<file path="src/rtl/twp_pkg.sv">
`timescale 1ns/1ps
package twp_pkg;
    localparam int CMD_W = 2;

    typedef enum logic {
        ST_IDLE = 1'b0,
        ST_RUN  = 1'b1
    } seq_st_e;
endpackage

</file>
<file path="src/rtl/twp_phase_timer.sv">
`timescale 1ns/1ps
// Serial clock generator: alternating low/high phases of half_per system clocks.
module twp_phase_timer #(
    parameter int HP_W = 16
) (
    input  logic            clk,
    input  logic            rst_n,
    input  logic            run,
    input  logic [HP_W-1:0] half_per,
    output logic            sclk,
    output logic            ev_mid_low,
    output logic            ev_mid_high,
    output logic            ev_end_high
);
    typedef struct packed {
        logic [HP_W-1:0] cnt;
        logic            hi;
    } tmr_t;

    tmr_t q, d;
    logic            last;
    logic [HP_W-1:0] mid;

    always_comb begin
        d    = q;
        last = (q.cnt == half_per - 1'b1);
        mid  = (half_per - 1'b1) >> 1;
        if (!run) begin
            d = '0;
        end else if (last) begin
            d.cnt = '0;
            d.hi  = ~q.hi;
        end else begin
            d.cnt = q.cnt + 1'b1;
        end
    end

    always_ff @(posedge clk or negedge rst_n) begin
        if (!rst_n) q <= '0;
        else        q <= d;
    end

    assign sclk        = q.hi;
    assign ev_mid_low  = run && !q.hi && (q.cnt == mid);
    assign ev_mid_high = run &&  q.hi && (q.cnt == mid);
    assign ev_end_high = run &&  q.hi && last;
endmodule

</file>
<file path="src/rtl/twp_tx_shift.sv">
`timescale 1ns/1ps
// Outgoing frame register; presents one bit per shift, LSB first.
module twp_tx_shift #(
    parameter int FRAME_W = 34
) (
    input  logic               clk,
    input  logic               rst_n,
    input  logic               load,
    input  logic [FRAME_W-1:0] frame,
    input  logic               shift_en,
    output logic               sdo
);
    typedef struct packed {
        logic [FRAME_W-1:0] sh;
        logic               bit_out;
    } tx_t;

    tx_t q, d;

    always_comb begin
        d = q;
        if (load) begin
            d.sh = frame;
        end else if (shift_en) begin
            d.bit_out = q.sh[0];
            d.sh      = q.sh >> 1;
        end
    end

    always_ff @(posedge clk or negedge rst_n) begin
        if (!rst_n) q <= '0;
        else        q <= d;
    end

    assign sdo = q.bit_out;
endmodule

</file>
<file path="src/rtl/twp_rx_shift.sv">
`timescale 1ns/1ps
// Incoming word register; first captured bit ends up in bit 0.
module twp_rx_shift #(
    parameter int DATA_W = 32
) (
    input  logic              clk,
    input  logic              rst_n,
    input  logic              cap_en,
    input  logic              sdi,
    output logic [DATA_W-1:0] word
);
    logic [DATA_W-1:0] word_q, word_d;

    always_comb begin
        word_d = word_q;
        if (cap_en) word_d = {sdi, word_q[DATA_W-1:1]};
    end

    always_ff @(posedge clk or negedge rst_n) begin
        if (!rst_n) word_q <= '0;
        else        word_q <= word_d;
    end

    assign word = word_q;
endmodule

</file>
<file path="src/rtl/twp_host_seq.sv">
`timescale 1ns/1ps
module twp_host_seq #(
    parameter int DATA_W = 32,
    parameter int HP_W   = 16
) (
    input  logic              clk,
    input  logic              rst_n,
    input  logic [HP_W-1:0]   half_per,
    input  logic              req_valid,
    output logic              req_ready,
    input  logic [1:0]        req_cmd,
    input  logic [DATA_W-1:0] req_data,
    output logic              busy,
    output logic              done,
    output logic [DATA_W-1:0] rd_data,
    output logic              sclk,
    output logic              sdat_o,
    output logic              sdat_oe,
    input  logic              sdat_i
);
    import twp_pkg::*;

    localparam int FRAME_W = CMD_W + DATA_W;
    localparam int SLOT_W  = $clog2(FRAME_W);
    localparam logic [SLOT_W-1:0] LAST_SLOT = SLOT_W'(FRAME_W - 1);
    localparam logic [SLOT_W-1:0] CMD_LAST  = SLOT_W'(CMD_W - 1);
    localparam logic [SLOT_W-1:0] DATA_FIRST = SLOT_W'(CMD_W);
    localparam logic [HP_W-1:0]   HP_MIN    = HP_W'(2);

    typedef struct packed {
        seq_st_e           st;
        logic [SLOT_W-1:0] slot;
        logic              is_rd;
        logic              oe;
        logic              done;
        logic [HP_W-1:0]   hp;
        logic [DATA_W-1:0] rd;
    } seq_t;

    seq_t q, d;

    logic              run;
    logic              accept;
    logic              ev_mid_low, ev_mid_high, ev_end_high;
    logic              cap_en;
    logic [DATA_W-1:0] rx_word;
    logic [FRAME_W-1:0] frame;

    assign run    = (q.st == ST_RUN);
    assign accept = (q.st == ST_IDLE) && req_valid;
    assign frame  = {(req_cmd[0] ? {DATA_W{1'b0}} : req_data), req_cmd};
    assign cap_en = run && q.is_rd && ev_mid_high && (q.slot >= DATA_FIRST);

    always_comb begin
        d      = q;
        d.done = 1'b0;
        unique case (q.st)
            ST_IDLE: begin
                if (req_valid) begin
                    d.st    = ST_RUN;
                    d.slot  = '0;
                    d.is_rd = req_cmd[0];
                    d.hp    = (half_per < HP_MIN) ? HP_MIN : half_per;
                end
            end
            ST_RUN: begin
                if (ev_end_high) begin
                    if (q.slot == LAST_SLOT) begin
                        d.st   = ST_IDLE;
                        d.done = 1'b1;
                        d.oe   = 1'b1;
                        if (q.is_rd) d.rd = rx_word;
                    end else begin
                        d.slot = q.slot + 1'b1;
                        if (q.is_rd && (q.slot == CMD_LAST)) d.oe = 1'b0;
                    end
                end
            end
            default: d.st = ST_IDLE;
        endcase
    end

    always_ff @(posedge clk or negedge rst_n) begin
        if (!rst_n) begin
            q    <= '0;
            q.oe <= 1'b1;
            q.hp <= HP_MIN;
        end else begin
            q <= d;
        end
    end

    twp_phase_timer #(.HP_W(HP_W)) u_timer (
        .clk        (clk),
        .rst_n      (rst_n),
        .run        (run),
        .half_per   (q.hp),
        .sclk       (sclk),
        .ev_mid_low (ev_mid_low),
        .ev_mid_high(ev_mid_high),
        .ev_end_high(ev_end_high)
    );

    twp_tx_shift #(.FRAME_W(FRAME_W)) u_tx (
        .clk     (clk),
        .rst_n   (rst_n),
        .load    (accept),
        .frame   (frame),
        .shift_en(ev_mid_low),
        .sdo     (sdat_o)
    );

    twp_rx_shift #(.DATA_W(DATA_W)) u_rx (
        .clk   (clk),
        .rst_n (rst_n),
        .cap_en(cap_en),
        .sdi   (sdat_i),
        .word  (rx_word)
    );

    assign req_ready = (q.st == ST_IDLE);
    assign busy      = run;
    assign done      = q.done;
    assign rd_data   = q.rd;
    assign sdat_oe   = q.oe;
endmodule

</file>
<file path="config.mk">
export PLATFORM = sky130hd
export DESIGN_NAME = twp_host_seq
export DESIGN_NICKNAME = d
export VERILOG_FILES = /design/src/rtl/twp_pkg.sv /design/src/rtl/twp_phase_timer.sv /design/src/rtl/twp_tx_shift.sv /design/src/rtl/twp_rx_shift.sv /design/src/rtl/twp_host_seq.sv
export SDC_FILE = /design/constraint.sdc
export NUM_CORES = 1
export LEC_CHECK = 0
export BUFFER_PORTS_ARGS = -buffer_cell sky130_fd_sc_hd__buf_2
export CAP_MARGIN = 30
export CELL_PAD_IN_SITES_DETAIL_PLACEMENT = 1
export CELL_PAD_IN_SITES_GLOBAL_PLACEMENT = 1
export CORE_MARGIN = 4
export CORE_UTILIZATION = 46
export CTS_CLUSTER_DIAMETER = 60
export DETAILED_ROUTE_END_ITERATION = 7
export PLACE_DENSITY = 0.85
export SYNTH_ARGS = -nofsm -noshare
export SYNTH_HDL_FRONTEND = slang
export SYNTH_SLANG_ARGS = --single-unit
</file>
<file path="constraint.sdc">
create_clock -name clk -period 4.55 [get_ports clk]
set_clock_uncertainty 0.15 [all_clocks]
set_input_delay 0.6825 -clock clk [delete_from_list [all_inputs] [get_ports clk]]
set_output_delay 0.6825 -clock clk [all_outputs]
set_load 0.005 [all_outputs]
</file>
# Word-level counts from Yosys, hierarchy flattened
# Index checks and enable logic that the tools add are counted.
[word_totals] regBits=142 in_bits=54 out_inout_bits=38 wordCells=63
[classes] n_addsub=3 magnitude_cmp=2 eq_ne=8 mux=17 n_bitwise=3 reduce_logical=18
[ops] operator="$mux W35" n=1
[ops] operator="$mux W34" n=1
[ops] operator="$mux W16" n=2
[ops] operator="$mux W32" n=1
[ops] operator="$mux W17" n=1
[ops] operator="$add A16 B1 Y16 const B" n=1
[ops] operator="$eq A16 B15 Y1" n=1
[ops] operator="$eq A16 B16 Y1" n=1
[ops] operator="$lt A16 B2 Y1 const B" n=1
[ops] operator="$sub A16 B1 Y16 const B" n=1
[ops] operator="$pmux W7 S2" n=1
[ops] operator="$logic_and A1 B1 Y1" n=10
[ops] operator="$mux W8" n=1
[ops] operator="$mux W1" n=7
[ops] operator="$mux W7" n=1
[ops] operator="$add A6 B1 Y6 const B" n=1
[ops] operator="$eq A6 B1 Y1 const B" n=1
[ops] operator="$eq A6 B6 Y1 const B" n=1
[ops] operator="$ge A6 B2 Y1 const B" n=1
[ops] operator="$mux W6" n=1
[ops] operator="$reduce_and A3 Y1" n=2
[ops] operator="$ne A2 B1 Y1 const B" n=2
[ops] operator="$ne A2 B2 Y1 const B" n=2
[ops] operator="$reduce_and A2 Y1" n=2
[ops] operator="4 further kinds" n=7

# Logic depth before layout (Yosys ltp)
# Gate-level depths: netlist (run 1).
[logic_depth] word_depth=5 mapped_depth=12 depth_no_buf=9

# Hierarchy
# Synthesis (run 1) repeated with hierarchy kept, for this count alone.
[hier_totals] hier_cells=686 hier_area_um2=7616.1
[by_module_without_submodules] module="twp_host_seq" n_inst=1 cells_per_inst=261 area_each_um2=2941.6 seq_area_each_um2=1453.9
[by_module_without_submodules] module="twp_phase_timer" n_inst=1 cells_per_inst=208 area_each_um2=1690.4 seq_area_each_um2=425.4
[by_module_without_submodules] module="twp_tx_shift" n_inst=1 cells_per_inst=149 area_each_um2=1639.1 seq_area_each_um2=875.8
[by_module_without_submodules] module="twp_rx_shift" n_inst=1 cells_per_inst=68 area_each_um2=1345.0 seq_area_each_um2=800.8

# Worst setup path after synthesis (run 1)
# Ideal clock, no wire load.
[synth_timing] path_type="register to register" startpoint="reg q[32] (netlist bit)" endpoint="reg q, in the netlist rd_data[10]" setup_ps=128 arrival_time_ps=3016 required_time_ps=4272 slack_ps=1256 path_stages_with_launch=12 n_path_buf=2 synth_period_minus_slack_ps=3294 path_cell_list="dfrtp_1 > inv_1 > ha_1 > or3b_2 > nor3_1 > xnor2_1 > xnor2_1 > or4_1 > clkbuf_1 > nor3_4 > buf_4 > mux2_1"
[synth_via] elab_chain_cells=4
[synth_lines] item="from (decl)" line_no="twp_host_seq.sv:40" rtl="seq_t q, d;"
[synth_lines] item="$sub A16 B1 Y16" line_no="twp_phase_timer.sv:26" rtl="last = (q.cnt == half_per - 1'b1);"
[synth_lines] item="$eq A16 B16 Y1" line_no="twp_phase_timer.sv:26"
[synth_lines] item="$logic_and A1 B1 Y1" line_no="twp_phase_timer.sv:46" rtl="assign ev_end_high = run && q.hi && last;"
[synth_lines] item="$reduce_and A4 Y1 (no source line)"
# No other way between the ends.
# A chain may end at the register's enable or synchronous reset.

# Final worst setup path (run 1)
[layout_timing] startpoint="reg q[32] (netlist bit)" endpoint="reg q, in the netlist rd_data[0]"
# The elaborated chain is that of the path after synthesis.

==> summary.md, run 1 <==
| Metric | Value |
|---|---|
| Post-synthesis sequential area ratio | `0.500` |
| Clock buffer depth | `2` |
| TNS Setup | `0 ns` |
| Final period util | `0.860` |
| Crit start category | `flop` |
| Diodes inserted | `0` |
| Critical-path maximum fanout | `32` |
| Leading register cell type out of synthesis | `dfrtp_1` |
| RD Place Congestion | `0.944` |
| DR WL/cell | `18.9 um` |
| Hold Startpoint | `half_per[14]` |
| ANT nets after route | `0` |
| I/O Buffers | `91` |
| Worst Setup Path Type | `reg2reg` |
| Clock latency on the worst-skew pair | `0.42 ns` |
| Layout Nets | `roughly 740` |
| Final Total Pwr | `0.00337 W` |
| GRT Util Overall | `0.199` |
| Count of cell types in the netlist | `51` |
| RSZ-0062 raised after global routing | `no` |
| Vias in the first global route | `roughly 5,400` |
| DRC viols | `0` |
| Row Count | `45` |
| Cell mode on critical path | `xnor2_1` |
| Hold-fix buffers, CTS | `0` |
| Via count | `between 5,000 and 6,000` |
| Post-CTS Setup Inserts | `0` |
| CP startpoint | `q[32]` |
| Register bit count reported by yosys | `142` |
| Setup violators final | `0` |
| Area Overhead vs Synth | `13.4%` |
| Die area | `approximately 0.018 sq mm` |
| CP cell instances | `inv_1, ha_1, or3b_2, nor3_1, xnor2_1, xnor2_1, or4_1, nor3_4, buf_4, mux2_2` |
| 1st-pass router iterations | `5` |
| Critical path arrival | `4.07 ns` |
| Worst min path class | `in2reg` |
| Final core utilization | `0.531` |
| Peak Freq | `0.256 GHz` |
| TritonCTS buffer count | `17` |
| Minimum clock period | `3.91 ns` |
| Crit-path max cell delay | `0.76 ns` |
| Clk root buf | `clkbuf_16` |
| Syn Area/Cell | `around 11 sq um` |
| Detailed Place HPWL | `11,400 um` |
| Syn nets | `700` |
| Slew @ Worst Pin | `0.761 ns` |
| Relative slew slack | `0.491` |
| Core Box Area | `0.0152 sq mm` |
| Post-synth EDFFs | `0` |
| DIE HEIGHT | `132 um` |
| H-Tree Depth | `4` |
| Max_cap viols | `0` |
| Top-area cell type share of the netlist area | `0.492` |
| Synth top area cells | `dfrtp_1 49%, mux2_2 5.7%, mux2_1 4.7%, a221o_1 4.6%, xnor2_1 3.9%` |
| Initial antenna violation count | `0` |
| Crit. End Element | `flop` |
| Via density | `5.66` |
| CP Data Required Time | `4.71 ns` |
| Fin. Hold Viols | `0` |
| CTS tree | `yes` |
| Worst-path clk slew | `around 0.060 ns` |
| Congestion Overflow GR | `0` |
| Crit Reg-Reg Startpoint | `q[32]` |
| CTS resizes | `0` |
| Maximum VDD drop | `0.000257 V` |
| Syn. warnings | `0` |
| Synthesized area | `0.00712 sq mm` |
| First-pass GRT wire length | `between 20,000 and 30,000 um` |
| Post-Syn Instances | `roughly 640` |
| Layout cells sized above 1 | `0.254` |
| Drt total wl | `16,700 um` |
| Power per cell area | `approximately 420 mW/mm^2` |
| Hold WS | `0.316 ns` |
| Slew Viols, Final | `0` |
| # placed instances | `852` |
| Synth area leader | `dfrtp_1` |
| Largest net degree at the start of global routing | `113` |
| Status | `complete, no violations` |
| Ys async rst share | `1.00` |
| Final std cells w/o fill | `884` |
| DRT iter0 DRCs | `255` |
| I/O pin count | `92` |
| Most frequent cells after synthesis | `140 x dfrtp_1, 55 x nand2_1, 36 x mux2_2, 35 x buf_4` |
| Leak pwr | `around 4 nW` |
| Sink Count | `142` |
| Most frequent cell after synthesis | `dfrtp_1` |
| CP max stage cell | `or4_1` |
| Initial Utilization | `0.468` |
| Die width | `132 um` |
[placed cells by master, fill, tap and decap left out, types with 3 or more instances in the layout]
master     synthesis  layout
o211ai_1           3       3
o21ai_0            6       6
nand2_1           55      55
nor4_1             6       6
clkinv_2           0       4
and2_1            33      33
or3_1              5       5
ha_1               5       5
inv_1             11      11
xnor2_1           32      32
xor2_1            22      22
nand3b_1           3       3
or4_1              9       9
a221o_1           33      33
mux2_2            36      36
buf_2             16      90
nor2_1            28      28
nand4_1            7       7
mux2i_1            3       3
bufinv_16          0       3
nor3_4             3       4
o31ai_1            6       6
a21oi_1           11      11
nand3_1           23      23
dfrtp_1          140     140
clkbuf_16          0      17
mux2_1            30      30
and3_1             8       8
buf_4             35       7
nor3_1            15      15
[final timing paths]
path	slack (ns)	cells past startpoint	endpoint
worst max-delay path	0.64	10	rd_data[0]
worst min register to register	0.33	1	rd_data[16]
worst max register to register	0.64	10	rd_data[0]
max in group asynchronous	2.61	4	q[33]
min in group asynchronous	0.49	2	u_rx.word[4]
worst min-delay path	0.32	3	q[46]
[per-stage QoR]
step           worst slack [ns]  area, sq um
5_1_grt                   0.371         8070
3_5_place_dp              0.617         7440
2_1_floorplan              1.26         7120
6_report                  0.636         8070
3_3_place_gp              0.805         7440
4_1_cts                   0.606         8040
[report_power, final]
| group | internal, W | leakage [nW] | total [W] | switching (W) |
|---|---|---|---|---|
| clock | 0.000885 | 0.296 | 0.00142 | 0.000537 |
| sequential | 0.00135 | 1.91 | 0.00149 | 0.000144 |
| combinational | 0.000231 | 1.80 | 0.000458 | 0.000228 |
[worst max-delay path: cells and delay by family, from the launching register on]
kind                       cells  cell delay (ns)
DFF                            1             0.44
buffers and inverters          2             0.51
xor gates and xnor gates       2             0.27
and+or+nand+nor                4             1.84
muxes                          1             0.38
adders and majority gates      1             0.21
[state kept, by name, indices dropped and copies added (netlist names)]
signal	count
sdat_oe	1
rd_data	32
busy	1
u_timer.q	16
u_timer.sclk	1
q	23
u_tx.q	34
u_rx.word	32
u_tx.sdo	1
done	1
[layer usage]
| layer | global-route usage | routed length (um) |
|---|---|---|
| met1 | 0.264 | 7530 |
| met3 | 0.0435 | 705 |
| met4 | 0.0883 | 496 |
| met5 | 0 | 0 |
| met2 | 0.315 | 8000 |
[cells by family after synthesis]
logic type,synth area share
xor gates and xnor gates,0.0728
buffers and inverters,0.0666
and+or+nand+nor,0.158
muxes,0.109
AOI/OAI and AO/OA,0.0853
adders and majority gates,0.00879
DFF,0.500
[layout make-up]
cell class,instances,area [sq um]
fillers,1624,7130
flip-flops and latches,142,3560
well taps,188,235
inverters,11,41.3
clock buffers,20,457
multi-input cells,413,3100
clock inverters,10,136
repair buffers,100,552
Note: power is estimated with default switching activity, not from simulation.
==> run 2, diff against run 1 <==
- PLACE_DENSITY: 0.85 -> 0.77
==> summary.md, run 2 (synthesized netlist as in run 1, its figures left out) <==
| Metric | Value |
|---|---|
| Status | `complete, no violations (unchanged)` |
| Diodes inserted | `0 (unchanged)` |
| Peak Freq | `0.253 GHz (was 0.256 GHz)` |
| Largest reg by FF count | `u_tx.q (unchanged)` |
| RD Place Congestion | `0.880 (was 0.944)` |
| Critical path arrival | `4.10 ns (was 4.07 ns)` |
| Post-CTS Setup Inserts | `0 (unchanged)` |
| Area Overhead vs Synth | `13.3% (was 13.4%)` |
| Vias in the first global route | `5,331 (was 5,399)` |
| Sink Count | `142 (unchanged)` |
| Setup violators final | `0 (unchanged)` |
| Critical-path maximum fanout | `32 (unchanged)` |
| R2R cell count | `10 (unchanged)` |
| DR WL/cell | `18.5 um (was 18.9 um)` |
| Fin area | `0.00806 sq mm (was 0.00807 sq mm)` |
| Slew @ Worst Pin | `0.912 ns (was 0.761 ns)` |
| Worst-path clk slew | `0.06 ns (about the same)` |
| Final period util | `0.869 (was 0.860)` |
| Clk root buf | `clkbuf_16 (unchanged)` |
| Commonest non-fill, non-tap cell in the layout | `dfrtp_1 (unchanged)` |
| Max reg flops | `34 (unchanged)` |
| Maximum VDD drop | `0.000278 V (was 0.000257 V)` |
| Detailed Place HPWL | `11,500 um (was 11,400 um)` |
| Initial Utilization | `0.468 (unchanged)` |
| Crit-path max cell delay | `0.76 ns (about the same)` |
| Slew Viols, Final | `0 (unchanged)` |
| First-pass GRT wire length | `27,800 um (was 28,100 um)` |
| Layout cells sized above 1 | `0.257 (was 0.254)` |
| Fin worst setup slack | `0.594 ns (was 0.636 ns)` |
| Die width | `132 um (unchanged)` |
| Worst min path class | `in2async (was in2reg)` |
| Via density | `5.66 (about the same)` |
| DRC viols | `0 (unchanged)` |
| Relative slew slack | `0.392 (was 0.491)` |
| Row Count | `45 (unchanged)` |
| Clock latency on the worst-skew pair | `0.42 ns (about the same)` |
| Layout Nets | `743 (was 744)` |
| Fin. Hold Viols | `0 (unchanged)` |
| Multi-input logic area | `0.00310 sq mm (unchanged)` |
| Clock buffer depth | `2 (unchanged)` |
| CP cell instances | `inv_1, ha_1, or3b_2, nor3_1, xnor2_1, xnor2_1, or4_1, nor3_4, buf_4, mux2_1 (was inv_1, ha_1, or3b_2, nor3_1, xnor2_1, xnor2_1, or4_1, nor3_4, buf_4, mux2_2)` |
| Minimum clock period | `3.96 ns (was 3.91 ns)` |
| CP max stage cell | `or4_1 (unchanged)` |
| Leak pwr | `3.99 nW (was 4.00 nW)` |
| Drt total wl | `16,300 um (was 16,700 um)` |
| Congestion Overflow GR | `0 (unchanged)` |
| DRT iter0 DRCs | `252 (was 255)` |
| Crit. End Element | `flop (unchanged)` |
| Die area | `0.0175 sq mm (unchanged)` |
| Max_cap viols | `0 (unchanged)` |
| CP Data Required Time | `4.69 ns (was 4.71 ns)` |
| Crit start category | `flop (unchanged)` |
| Core Box Area | `0.0152 sq mm (unchanged)` |
| Setup slack at placement | `0.621 ns (was 0.617 ns)` |
| I/O Buffers | `91 (unchanged)` |
| Hold-fix buffers, CTS | `0 (unchanged)` |
| Worst Setup Path Type | `reg2reg (unchanged)` |
| GRT Util Overall | `0.196 (was 0.199)` |
| H-Tree Depth | `4 (unchanged)` |
| Largest net degree at the start of global routing | `101 (was 113)` |
| TNS Setup | `0 ns (unchanged)` |
| ANT nets after route | `0 (unchanged)` |
| Storage cell area | `0.00356 sq mm (unchanged)` |
| CTS resizes | `0 (unchanged)` |
| Final Total Pwr | `0.00335 W (was 0.00337 W)` |
| DIE HEIGHT | `132 um (unchanged)` |
| 1st-pass router iterations | `4 (was 5)` |
| Most frequent cells in the layout | `140 x dfrtp_1, 90 x buf_2, 55 x nand2_1 (unchanged)` |
| Cell mode on critical path | `xnor2_1 (unchanged)` |
| I/O pin count | `92 (unchanged)` |
| Power per cell area | `416 mW/mm^2 (was 418 mW/mm^2)` |
| RSZ-0062 raised after global routing | `no (unchanged)` |
| TritonCTS buffer count | `17 (unchanged)` |
| FILL cells | `1,655 (was 1,624)` |
| Placed inst area | `0.00746 sq mm (was 0.00744 sq mm)` |
| Via count | `5,002 (was 5,004)` |
| CTS tree | `yes (unchanged)` |
| Initial antenna violation count | `0 (unchanged)` |
## run 2: cell types whose count changed in the layout (fill, tap and decap cells not counted)
cell and change:
clkbuf_8 -1, buf_16 -1, clkinvlp_4 +1, inv_8 +1, inv_6 -1, clkbuf_1 -1, dlygate4sd3_1 -1, buf_8 +1
clkinv_4 +2
## run 2: cell type report
type | count | share of cell area
flip-flops and latches | 142 | 0.441
multi-input cells | 413 | 0.384
repair buffers | 99 | 0.0657
clock buffers | 18 | 0.0545
well taps | 188 | 0.0292
clock inverters | 13 | 0.0203
inverters | 11 | 0.00512
## run 2: layer usage
metal | track usage | routed length [um] | part of all wire
met4 | 0.0722 | 336 | 0.021
met5 | 0 | 0 | 0
met2 | 0.322 | 7970 | 0.49
met3 | 0.0393 | 612 | 0.037
met1 | 0.259 | 7430 | 0.45
## run 2: power by group
group / internal, W / switching (W)
logic: 0.000229 / 0.000227
registers: 0.00135 / 0.000139
clock network: 0.000876 / 0.000534
## run 2: stage by stage
stage | cells | utilization | hold WS [ns]
floorplan | 641 | - | 0.237
detailed placement | 853 | 0.491 | 0.323
global placement | 852 | 0.490 | 0.312
global route | 884 | 0.530 | 0.300
CTS | 884 | 0.530 | 0.255
finish | 884 | 0.530 | 0.207
## run 2: critical path, delay by kind of cell (launching register included)
family	cells	cell delay [ns]
flops	1	0.44
fa+ha+maj	1	0.21
xor+xnor	2	0.31
mux	1	0.39
buf+inv	2	0.51
simple gates	4	1.82
## run 2: path summary, 6_finish.rpt
| check | start | end | slack, ns |
|---|---|---|---|
| worst min-delay path | rst_n | rd_data[8] | 0.21 |
| min in group clk | half_per[14] | q[46] | 0.32 |
| worst max-delay path | q[32] | rd_data[10] | 0.59 |
| max in group asynchronous | rst_n | u_tx.q[12] | 3.13 |
| worst min register to register | rd_data[7] | rd_data[7] | 0.33 |
| worst max register to register | q[32] | rd_data[10] | 0.59 |
